File: src/rtl/tnorm_pkg.sv
package tnorm_pkg;

    // Controller states
    typedef enum logic [0:0] {
        ST_IDLE = 1'b0,
        ST_NORM = 1'b1
    } tnorm_state_e;

endpackage

File: src/rtl/tnorm_clamp.sv
// Forces the requested timeout into the legal window.
module tnorm_clamp #(
    parameter int SECS_W   = 16,
    parameter int SECS_MIN = 1,
    parameter int SECS_MAX = 2048
) (
    input  logic [SECS_W-1:0] secs_i,
    output logic [SECS_W-1:0] secs_o
);
    localparam logic [SECS_W-1:0] LO = SECS_W'(SECS_MIN);
    localparam logic [SECS_W-1:0] HI = SECS_W'(SECS_MAX);

    always_comb begin
        if (secs_i < LO) begin
            secs_o = LO;
        end else if (secs_i > HI) begin
            secs_o = HI;
        end else begin
            secs_o = secs_i;
        end
    end
endmodule

File: src/rtl/tnorm_step.sv
// One base-4 normalizing step: range test and next values.
module tnorm_step #(
    parameter int PROD_W  = 48,
    parameter int CMP_W   = 16,
    parameter int PSC_W   = 3,
    parameter int PSC_MAX = 5
) (
    input  logic [PROD_W-1:0] count_i,
    input  logic [PSC_W-1:0]  code_i,
    output logic              over_o,
    output logic              at_top_o,
    output logic [PROD_W-1:0] count_nxt_o,
    output logic [PSC_W-1:0]  code_nxt_o
);
    localparam logic [PROD_W-1:0] LIMIT =
        {{(PROD_W-CMP_W){1'b0}}, {CMP_W{1'b1}}};

    always_comb begin
        over_o      = (count_i > LIMIT);
        at_top_o    = (code_i == PSC_W'(PSC_MAX));
        count_nxt_o = count_i >> 2;
        code_nxt_o  = code_i + 1'b1;
    end
endmodule

File: src/rtl/tnorm_ctrl.sv
// State machine, working registers and result registers.
module tnorm_ctrl
    import tnorm_pkg::*;
#(
    parameter int PROD_W  = 48,
    parameter int CMP_W   = 16,
    parameter int PSC_W   = 3,
    parameter int PSC_MAX = 5
) (
    input  logic              clk,
    input  logic              rst_n,
    input  logic              start_i,
    input  logic [PROD_W-1:0] load_i,
    input  logic              over_i,
    input  logic              at_top_i,
    input  logic [PROD_W-1:0] count_nxt_i,
    input  logic [PSC_W-1:0]  code_nxt_i,
    output logic [PROD_W-1:0] count_o,
    output logic [PSC_W-1:0]  code_o,
    output logic              done_o,
    output logic [PSC_W-1:0]  psc_o,
    output logic [CMP_W-1:0]  cmp_o
);
    tnorm_state_e      state_q, state_d;
    logic [PROD_W-1:0] count_q;
    logic [PSC_W-1:0]  code_q;
    logic              done_q;
    logic [PSC_W-1:0]  psc_q;
    logic [CMP_W-1:0]  cmp_q;

    // Next state
    always_comb begin
        state_d = state_q;
        unique case (state_q)
            ST_IDLE: if (start_i) state_d = ST_NORM;                 // accept
            ST_NORM: if (!over_i || at_top_i) state_d = ST_IDLE;     // finish / saturate
            default: state_d = ST_IDLE;
        endcase
    end

    // State register
    always_ff @(posedge clk or negedge rst_n) begin
        if (!rst_n) state_q <= ST_IDLE;
        else        state_q <= state_d;
    end

    // Datapath and outputs
    always_ff @(posedge clk or negedge rst_n) begin
        if (!rst_n) begin
            count_q <= '0;
            code_q  <= '0;
            done_q  <= 1'b0;
            psc_q   <= '0;
            cmp_q   <= '0;
        end else begin
            done_q <= 1'b0;
            unique case (state_q)
                ST_IDLE: begin
                    if (start_i) begin
                        count_q <= load_i;
                        code_q  <= '0;
                    end
                end
                ST_NORM: begin
                    if (over_i && !at_top_i) begin
                        count_q <= count_nxt_i;
                        code_q  <= code_nxt_i;
                    end else begin
                        done_q <= 1'b1;
                        psc_q  <= code_q;
                        cmp_q  <= over_i ? {CMP_W{1'b1}} : count_q[CMP_W-1:0];
                    end
                end
                default: ;
            endcase
        end
    end

    assign count_o = count_q;
    assign code_o  = code_q;
    assign done_o  = done_q;
    assign psc_o   = psc_q;
    assign cmp_o   = cmp_q;

    // completion is a single-cycle pulse
    p_done_pulse_r7: assert property (@(posedge clk) disable iff (!rst_n)
        done_q |=> !done_q);

    // a step quarters the count and bumps the code
    p_step_r4: assert property (@(posedge clk) disable iff (!rst_n)
        (state_q == ST_NORM && over_i && !at_top_i) |=>
        (count_q == ($past(count_q) >> 2)) && (code_q == $past(code_q) + 1'b1));

    // code stays within the prescaler range
    p_code_range_r4: assert property (@(posedge clk) disable iff (!rst_n)
        code_q <= PSC_W'(PSC_MAX));

    // a fitting count is published unchanged
    p_fit_r5: assert property (@(posedge clk) disable iff (!rst_n)
        (state_q == ST_NORM && !over_i) |=>
        done_q && (cmp_q == $past(count_q[CMP_W-1:0])) && (psc_q == $past(code_q)));

    // exhausted prescaler saturates the compare value
    p_saturate_r6: assert property (@(posedge clk) disable iff (!rst_n)
        (state_q == ST_NORM && over_i && at_top_i) |=>
        done_q && (cmp_q == {CMP_W{1'b1}}) && (psc_q == PSC_W'(PSC_MAX)));

    // a request during a computation does not restart it
    p_busy_ignore_r8: assert property (@(posedge clk) disable iff (!rst_n)
        (state_q == ST_NORM && start_i && over_i && !at_top_i) |=>
        (state_q == ST_NORM) && (code_q != '0));
endmodule

File: src/rtl/wdt_timeout_normalizer.sv
module wdt_timeout_normalizer #(
    parameter int RATE_W   = 32,
    parameter int SECS_W   = 16,
    parameter int CMP_W    = 16,
    parameter int PSC_W    = 3,
    parameter int PSC_MAX  = 5,
    parameter int SECS_MIN = 1,
    parameter int SECS_MAX = 2048
) (
    input  logic              clk,
    input  logic              rst_n,
    input  logic              start_i,
    input  logic [RATE_W-1:0] rate_hz_i,
    input  logic [SECS_W-1:0] timeout_s_i,
    output logic              done_o,
    output logic [PSC_W-1:0]  psc_code_o,
    output logic [CMP_W-1:0]  cmp_val_o
);
    localparam int PROD_W = RATE_W + SECS_W;

    logic [SECS_W-1:0] secs_c;
    logic [PROD_W-1:0] product;
    logic [PROD_W-1:0] count_q, count_nxt;
    logic [PSC_W-1:0]  code_q, code_nxt;
    logic              over, at_top;

    tnorm_clamp #(
        .SECS_W(SECS_W), .SECS_MIN(SECS_MIN), .SECS_MAX(SECS_MAX)
    ) u_clamp (
        .secs_i(timeout_s_i),
        .secs_o(secs_c)
    );

    assign product = PROD_W'(rate_hz_i) * PROD_W'(secs_c);

    tnorm_step #(
        .PROD_W(PROD_W), .CMP_W(CMP_W), .PSC_W(PSC_W), .PSC_MAX(PSC_MAX)
    ) u_step (
        .count_i    (count_q),
        .code_i     (code_q),
        .over_o     (over),
        .at_top_o   (at_top),
        .count_nxt_o(count_nxt),
        .code_nxt_o (code_nxt)
    );

    tnorm_ctrl #(
        .PROD_W(PROD_W), .CMP_W(CMP_W), .PSC_W(PSC_W), .PSC_MAX(PSC_MAX)
    ) u_ctrl (
        .clk        (clk),
        .rst_n      (rst_n),
        .start_i    (start_i),
        .load_i     (product),
        .over_i     (over),
        .at_top_i   (at_top),
        .count_nxt_i(count_nxt),
        .code_nxt_i (code_nxt),
        .count_o    (count_q),
        .code_o     (code_q),
        .done_o     (done_o),
        .psc_o      (psc_code_o),
        .cmp_o      (cmp_val_o)
    );

    // the clamped timeout never leaves the legal window
    p_clamp_range_r3: assert property (@(posedge clk) disable iff (!rst_n)
        (secs_c >= SECS_W'(SECS_MIN)) && (secs_c <= SECS_W'(SECS_MAX)));
endmodule

File: config.mk
export PLATFORM = sky130hd
export DESIGN_NAME = wdt_timeout_normalizer
export DESIGN_NICKNAME = d
export VERILOG_FILES = /design/src/rtl/tnorm_pkg.sv /design/src/rtl/tnorm_clamp.sv /design/src/rtl/tnorm_step.sv /design/src/rtl/tnorm_ctrl.sv /design/src/rtl/wdt_timeout_normalizer.sv
export SDC_FILE = /design/constraint.sdc
export NUM_CORES = 1
export LEC_CHECK = 0
export ABC_AREA = 1
export ABC_CLOCK_PERIOD_IN_PS = 1910
export BUFFER_PORTS_ARGS = -buffer_cell sky130_fd_sc_hd__buf_4
export CAP_MARGIN = 20
export CORE_AREA = 2 2 228 230
export CTS_CLUSTER_DIAMETER = 60
export CTS_CLUSTER_SIZE = 14
export DETAILED_ROUTE_END_ITERATION = 10
export DIE_AREA = 0 0 230 232
export PLACE_DENSITY_LB_ADDON = 0.08
export SLEW_MARGIN = 20
export SYNTH_ARGS = -nofsm -noshare
export SYNTH_HDL_FRONTEND = slang
export SYNTH_SLANG_ARGS = --single-unit
File: constraint.sdc
create_clock -name clk -period 1.91 [get_ports clk]
set_clock_uncertainty 0.15 [all_clocks]
set_input_delay 0.382 -clock clk [delete_from_list [all_inputs] [get_ports clk]]
set_output_delay 0.382 -clock clk [all_outputs]
set_load 0.01 [all_outputs]
# After elaboration in Yosys (flattened, before gate mapping)
# Index checks and enable logic that the tools add are counted.
# op_classes
addsub	1
mul	1
order_cmp	3
eq_ne	3
muxes	14
bitwise	2
n_reduce_logical	6
# ops
operator	count
48-bit 2-to-1 mux	2
48-bit case mux with 2 select lines	1
48-bit by 16-bit > comparator with 1-bit output (second input constant)	1
32-bit by 16-bit multiplier with 48-bit output	1
16-bit 2-to-1 mux	3
16-bit by 12-bit > comparator with 1-bit output (second input constant)	1
16-bit by 1-bit < comparator with 1-bit output (second input constant)	1
3-bit 2-to-1 mux	2
3-bit case mux with 2 select lines	1
1-bit 2-to-1 mux	4
2-bit inequality test (second input constant)	2
2-bit AND reduction	2
3-bit by 1-bit adder with 3-bit output (second input constant)	1
3-bit equality test (second input constant)	1
1-bit logical NOT	2
1-bit inverter	2
1-bit case mux with 2 select lines	1
1-bit logical AND	1
1-bit logical OR	1
# totals
register_bits	72
in_bits	51

# Longest topological paths before layout
# depth
ltp_word	6
depth_mapped	36
depth_no_buf	34

# By module
# From an unflattened synthesis, not the netlist that was laid out.
# hier_totals
cells_unflattened	3142
area_unflattened_um2	22106.2
# modules_own_cells
module	instances	cells_each	area_per_inst_um2
wdt_timeout_normalizer	1	2533	17818.3
tnorm_ctrl	1	466	3442.1
tnorm_step	1	102	595.6
tnorm_clamp	1	41	250.2

# Worst setup path after synthesis
# No wires, ideal clock.
# synth_timing
kind	input port to flip-flop
from	in timeout_s_i[13]
to	reg u_ctrl.count_q[43], in the netlist u_ctrl.count_o[43]
setup_time_ns	0.116
t_arrival_ns	5.828
required_time_ns	1.644
slack_ns	-4.185
stages	32
path_cell_list	nor2_1 -> nand2_1 -> nor4_1 -> nand3_1 -> nand2_2 -> buf_12 -> nand2_4 -> inv_2 -> buf_4 -> nand2_1 -> fa_1 -> inv_1 -> fa_1 -> inv_1 -> fa_1 -> inv_1 -> fa_1 -> fa_1 -> inv_1 -> fa_1 -> inv_1 -> ha_1 -> nand2_1 -> inv_1 -> a21oi_1 -> o21ai_0 -> a21oi_1 -> nand2_1 -> nand2_1 -> nand3_1 -> nand2_1 -> nand2_1
# synth_via
elab_chain_len	6
# synth_lines
item	line	rtl
start, declared	wdt_timeout_normalizer.sv:14	input logic [SECS_W-1:0] timeout_s_i,
16-bit by 12-bit > comparator with 1-bit output	tnorm_clamp.sv:16	end else if (secs_i > HI) begin
16-bit 2-to-1 mux	tnorm_clamp.sv:16	
16-bit 2-to-1 mux (*)	tnorm_clamp.sv:14	if (secs_i < LO) begin
32-bit by 16-bit multiplier with 48-bit output (*)	wdt_timeout_normalizer.sv:34	assign product = PROD_W'(rate_hz_i) * PROD_W'(secs_c);
48-bit 2-to-1 mux (*)	tnorm_ctrl.sv:59	if (start_i) begin
48-bit case mux with 2 select lines (*)	tnorm_ctrl.sv:57	unique case (state_q)
end signal, assigned	tnorm_ctrl.sv:60	count_q <= load_i;
end signal, assigned	tnorm_ctrl.sv:66	count_q <= count_nxt_i;
end, declared	tnorm_ctrl.sv:25	logic [PROD_W-1:0] count_q;
# Every way passes the cells marked *; elsewhere a longest branch is shown, timed or not. The select of a mux whose other input is x is not followed.
# A chain may end at the register's enable or synchronous reset.

# Worst setup path after layout
# layout_timing
from	in timeout_s_i[13]
to	reg u_ctrl.count_q[41], in the netlist u_ctrl.count_o[41]
# The elaborated chain is that of the path after synthesis.

==> summary.txt <==
Timing
  – Fmax: roughly 160 MHz
  – Fin crit share: 3.33
  – Tightest Pin Transition: 513 ps
  – Relative slew slack: 0.658
  – Fin Hold WS: ~330 ps
  – Setup total negative slack: -177,510 ps
  – RSZ-0062 raised after global routing: true
  – Fin worst setup slack: -4440 ps
  – Setup Viol. Count Final: 45
  – Clock period minus worst slack: 6350 ps
  – Pins Over Slew Limit: 0
  – Final Hold Viols: 0

Critical path
  – CP Class: input port to register
  – CP Data Arrival Time: 6430 ps
  – FF-to-FF Start: u_ctrl.count_o[44]
  – Crit path launch type: input port
  – Max FO, Critical Path: 7
  – Slowest cell delay on critical path: 600 ps
  – CP required: around 2000 ps
  – Setup crit end kind: register
  – Worst path slowest cell: fa_1
  – Most frequent CP cell: fa_1
  – Worst setup path start: timeout_s_i[13]

GRT
  – Global-route wire length before repair: 103,000 um
  – Total grt overflow: 0
  – Total GRT Usage: 0.249
  – Pin count of the biggest net entering global routing: 73
  – Antenna violations before repair: 0
  – Number of global-route vias before repair: between 15,000 and 20,000

Place
  – I/O Buffers: 70
  – Post-DP HPWL: 51,300 um
  – Final RePlAce weighted congestion: ~0.9

Worst hold path
  – Worst hold start: u_ctrl.psc_o[0]
  – Worst hold path type: register to register

Power
  – Pwr dens: 1230 nW/um^2
  – Total power: 0.0339 W
  – VDD IR max: roughly 0.0011 V
  – Lkg Pwr: 14.3 nW

Floorplanning
  – Die Height: ~230 um
  – Boundary Pins: roughly 70
  – Die width: ~230 um
  – Core ar.: 50,900 um^2
  – Die area: 53,400 um^2
  – # rows: 83
  – Starting Density: 0.396

Clock network
  – Clock-pin slew on the worst setup and hold paths: roughly 60 ps
  – H-tree Lvls: 3
  – Clk sinks: 72
  – Clk root buf: clkbuf_16
  – Worst-case clock buffer depth: 2
  – Worst-skew pair later-pin latency: ~340 ps
  – CTS buffer count: 9
  – CTS tree: built

Final layout
  – P&R area growth vs syn: 37.5%
  – Commonest non-fill, non-tap cells in the layout: inv_1, nand2_1, fa_1
  – Most common library cell in the layout ignoring fill and taps: inv_1
  – Final core utilization: 0.544
  – Layout cells sized above 1: 0.301
  – Area of the multi-input gates: 18,100 um^2
  – Reg area: 1800 um^2
  – Final nets: 3,693
  – Antenna cell count: 0
  – Number of fill cells: 4,876

Synth
  – Seq/Total Area, Yosys: 0.0895
  – Synth warn: 0
  – Post-synth design cell area: slightly above 20,000 um^2
  – Synthesized instance count: 2,642
  – Register bit count reported by yosys: 72
  – Syn avg cell area: 7.62 um^2
  – Cell variety after synth: 44

Routing
  – Iter 0 DRT Violations: ~1,000
  – Routed vias: 17,641
  – Final WL: 63,700 um
  – Number of vias per cell: 4.66
  – Residual DRC: 0
  – Routed WL per cell: 16.8 um
  – Post-DRT Antenna Nets: 0
  – Drt first pass iters: 5

Run
  – Max_cap viols: 0

Run status
  – Outcome: finished with violations
  – Failing checks: setup timing
-- per-stage QoR --
stage	worst slack [ps]	cells	cell area, um^2
global route	-4680	3787	27700
global placement	-5070	3698	24500
floorplan	-4010	2768	21300
CTS	-4340	3764	26800
finish	-4440	3787	27700
detailed placement	-5090	3698	24500
-- critical path: cells and delay by family --
kind	cells	cell delay, ps
buffers and inverters	8	670
and+or+nand+nor	18	1870
adders and majority gates	7	3440
-- worst paths after layout --
kind | slack (ps) | endpoint | cells after the start
worst min-delay path | 330 | u_ctrl.psc_o[0] | 2
worst max-delay path | -4440 | u_ctrl.count_o[41] | 33
worst min register to register | 330 | u_ctrl.psc_o[0] | 2
min in group asynchronous | 440 | u_ctrl.cmp_o[0] | 3
max in group asynchronous | 820 | u_ctrl.count_o[29] | 3
worst max register to register | 20 | u_ctrl.count_o[28] | 10
-- registers in the layout, summed over array words and instances, names as in the netlist --
signal          count
u_ctrl.done_o       1
u_ctrl.count_o     48
u_ctrl.cmp_o       16
u_ctrl.psc_o        3
u_ctrl.state_q      1
u_ctrl.code_o       3
-- timing repair --
| action | in CTS | in global routing |
|---|---|---|
| hold endpoints to repair | 72 | 0 |
| pin swaps | 207 | 156 |
| setup endpoints to repair | 45 | 47 |
| hold buffers | 1 | 0 |
| gates cloned | 11 | 0 |
| buffers inserted | 41 | 32 |
| gates resized for setup | 400 | 202 |
-- report_power, final --
group | total (W) | leakage [nW] | switching, W | internal (W)
sequential | 0.00249 | 0.836 | 0.000368 | 0.00212
combinational | 0.0297 | 13.3 | 0.0172 | 0.0125
clock | 0.00174 | 0.147 | 0.000717 | 0.00103
total | 0.0339 | 14.3 | 0.0183 | 0.0157
-- synth_stat cells (all sizes together) --
| cell type | count | area [um^2] |
|---|---|---|
| a21oi | 44 | 231 |
| a22oi | 1 | 7.51 |
| a31oi | 6 | 37.5 |
| buf | 60 | 398 |
| clkbuf | 15 | 57.6 |
| clkinv | 1 | 3.75 |
| conb | 2 | 7.51 |
| dfrtp | 72 | 1800 |
| fa | 418 | 8370 |
| ha | 122 | 1530 |
| inv | 723 | 2720 |
| nand2 | 715 | 2750 |
| nand3 | 74 | 393 |
| nand4 | 15 | 93.8 |
| nor2 | 262 | 1020 |
| nor2b | 2 | 12.5 |
| nor3 | 8 | 50.1 |
| nor4 | 5 | 31.3 |
| o211ai | 6 | 45.0 |
| o21ai | 52 | 260 |
| o21bai | 5 | 37.5 |
| o22a | 3 | 30.0 |
| o22ai | 5 | 31.3 |
| or2 | 5 | 31.3 |
| xnor2 | 11 | 96.3 |
| xor2 | 10 | 87.6 |
-- layout make-up --
type                    count  share of cell area
well taps                 680              0.0307
clock inverters             7             0.00280
repair buffers            395               0.139
repair inverters            3             0.00158
inverters                 724               0.101
flip-flops and latches     72              0.0650
multi-input cells        1897               0.652
clock buffers               9             0.00813
-- metal layers --
metal | wire [um] | GRT usage | up-vias
li1 | - | - | 8361
met4 | 1590 | 0.0456 | 0
met5 | 0 | 0 | -
met2 | 29900 | 0.415 | 333
met3 | 2210 | 0.0144 | 55
met1 | 30000 | 0.361 | 8892
-- cell families after synthesis --
logic type                 synth area share
DFF                                  0.0895
xor gates and xnor gates            0.00913
AOI/OAI and AO/OA                    0.0338
buffers and inverters                 0.158
and+or+nand+nor                       0.218
other                              0.000373
adders and majority gates             0.491
Note: power is estimated with default switching activity, not from simulation.
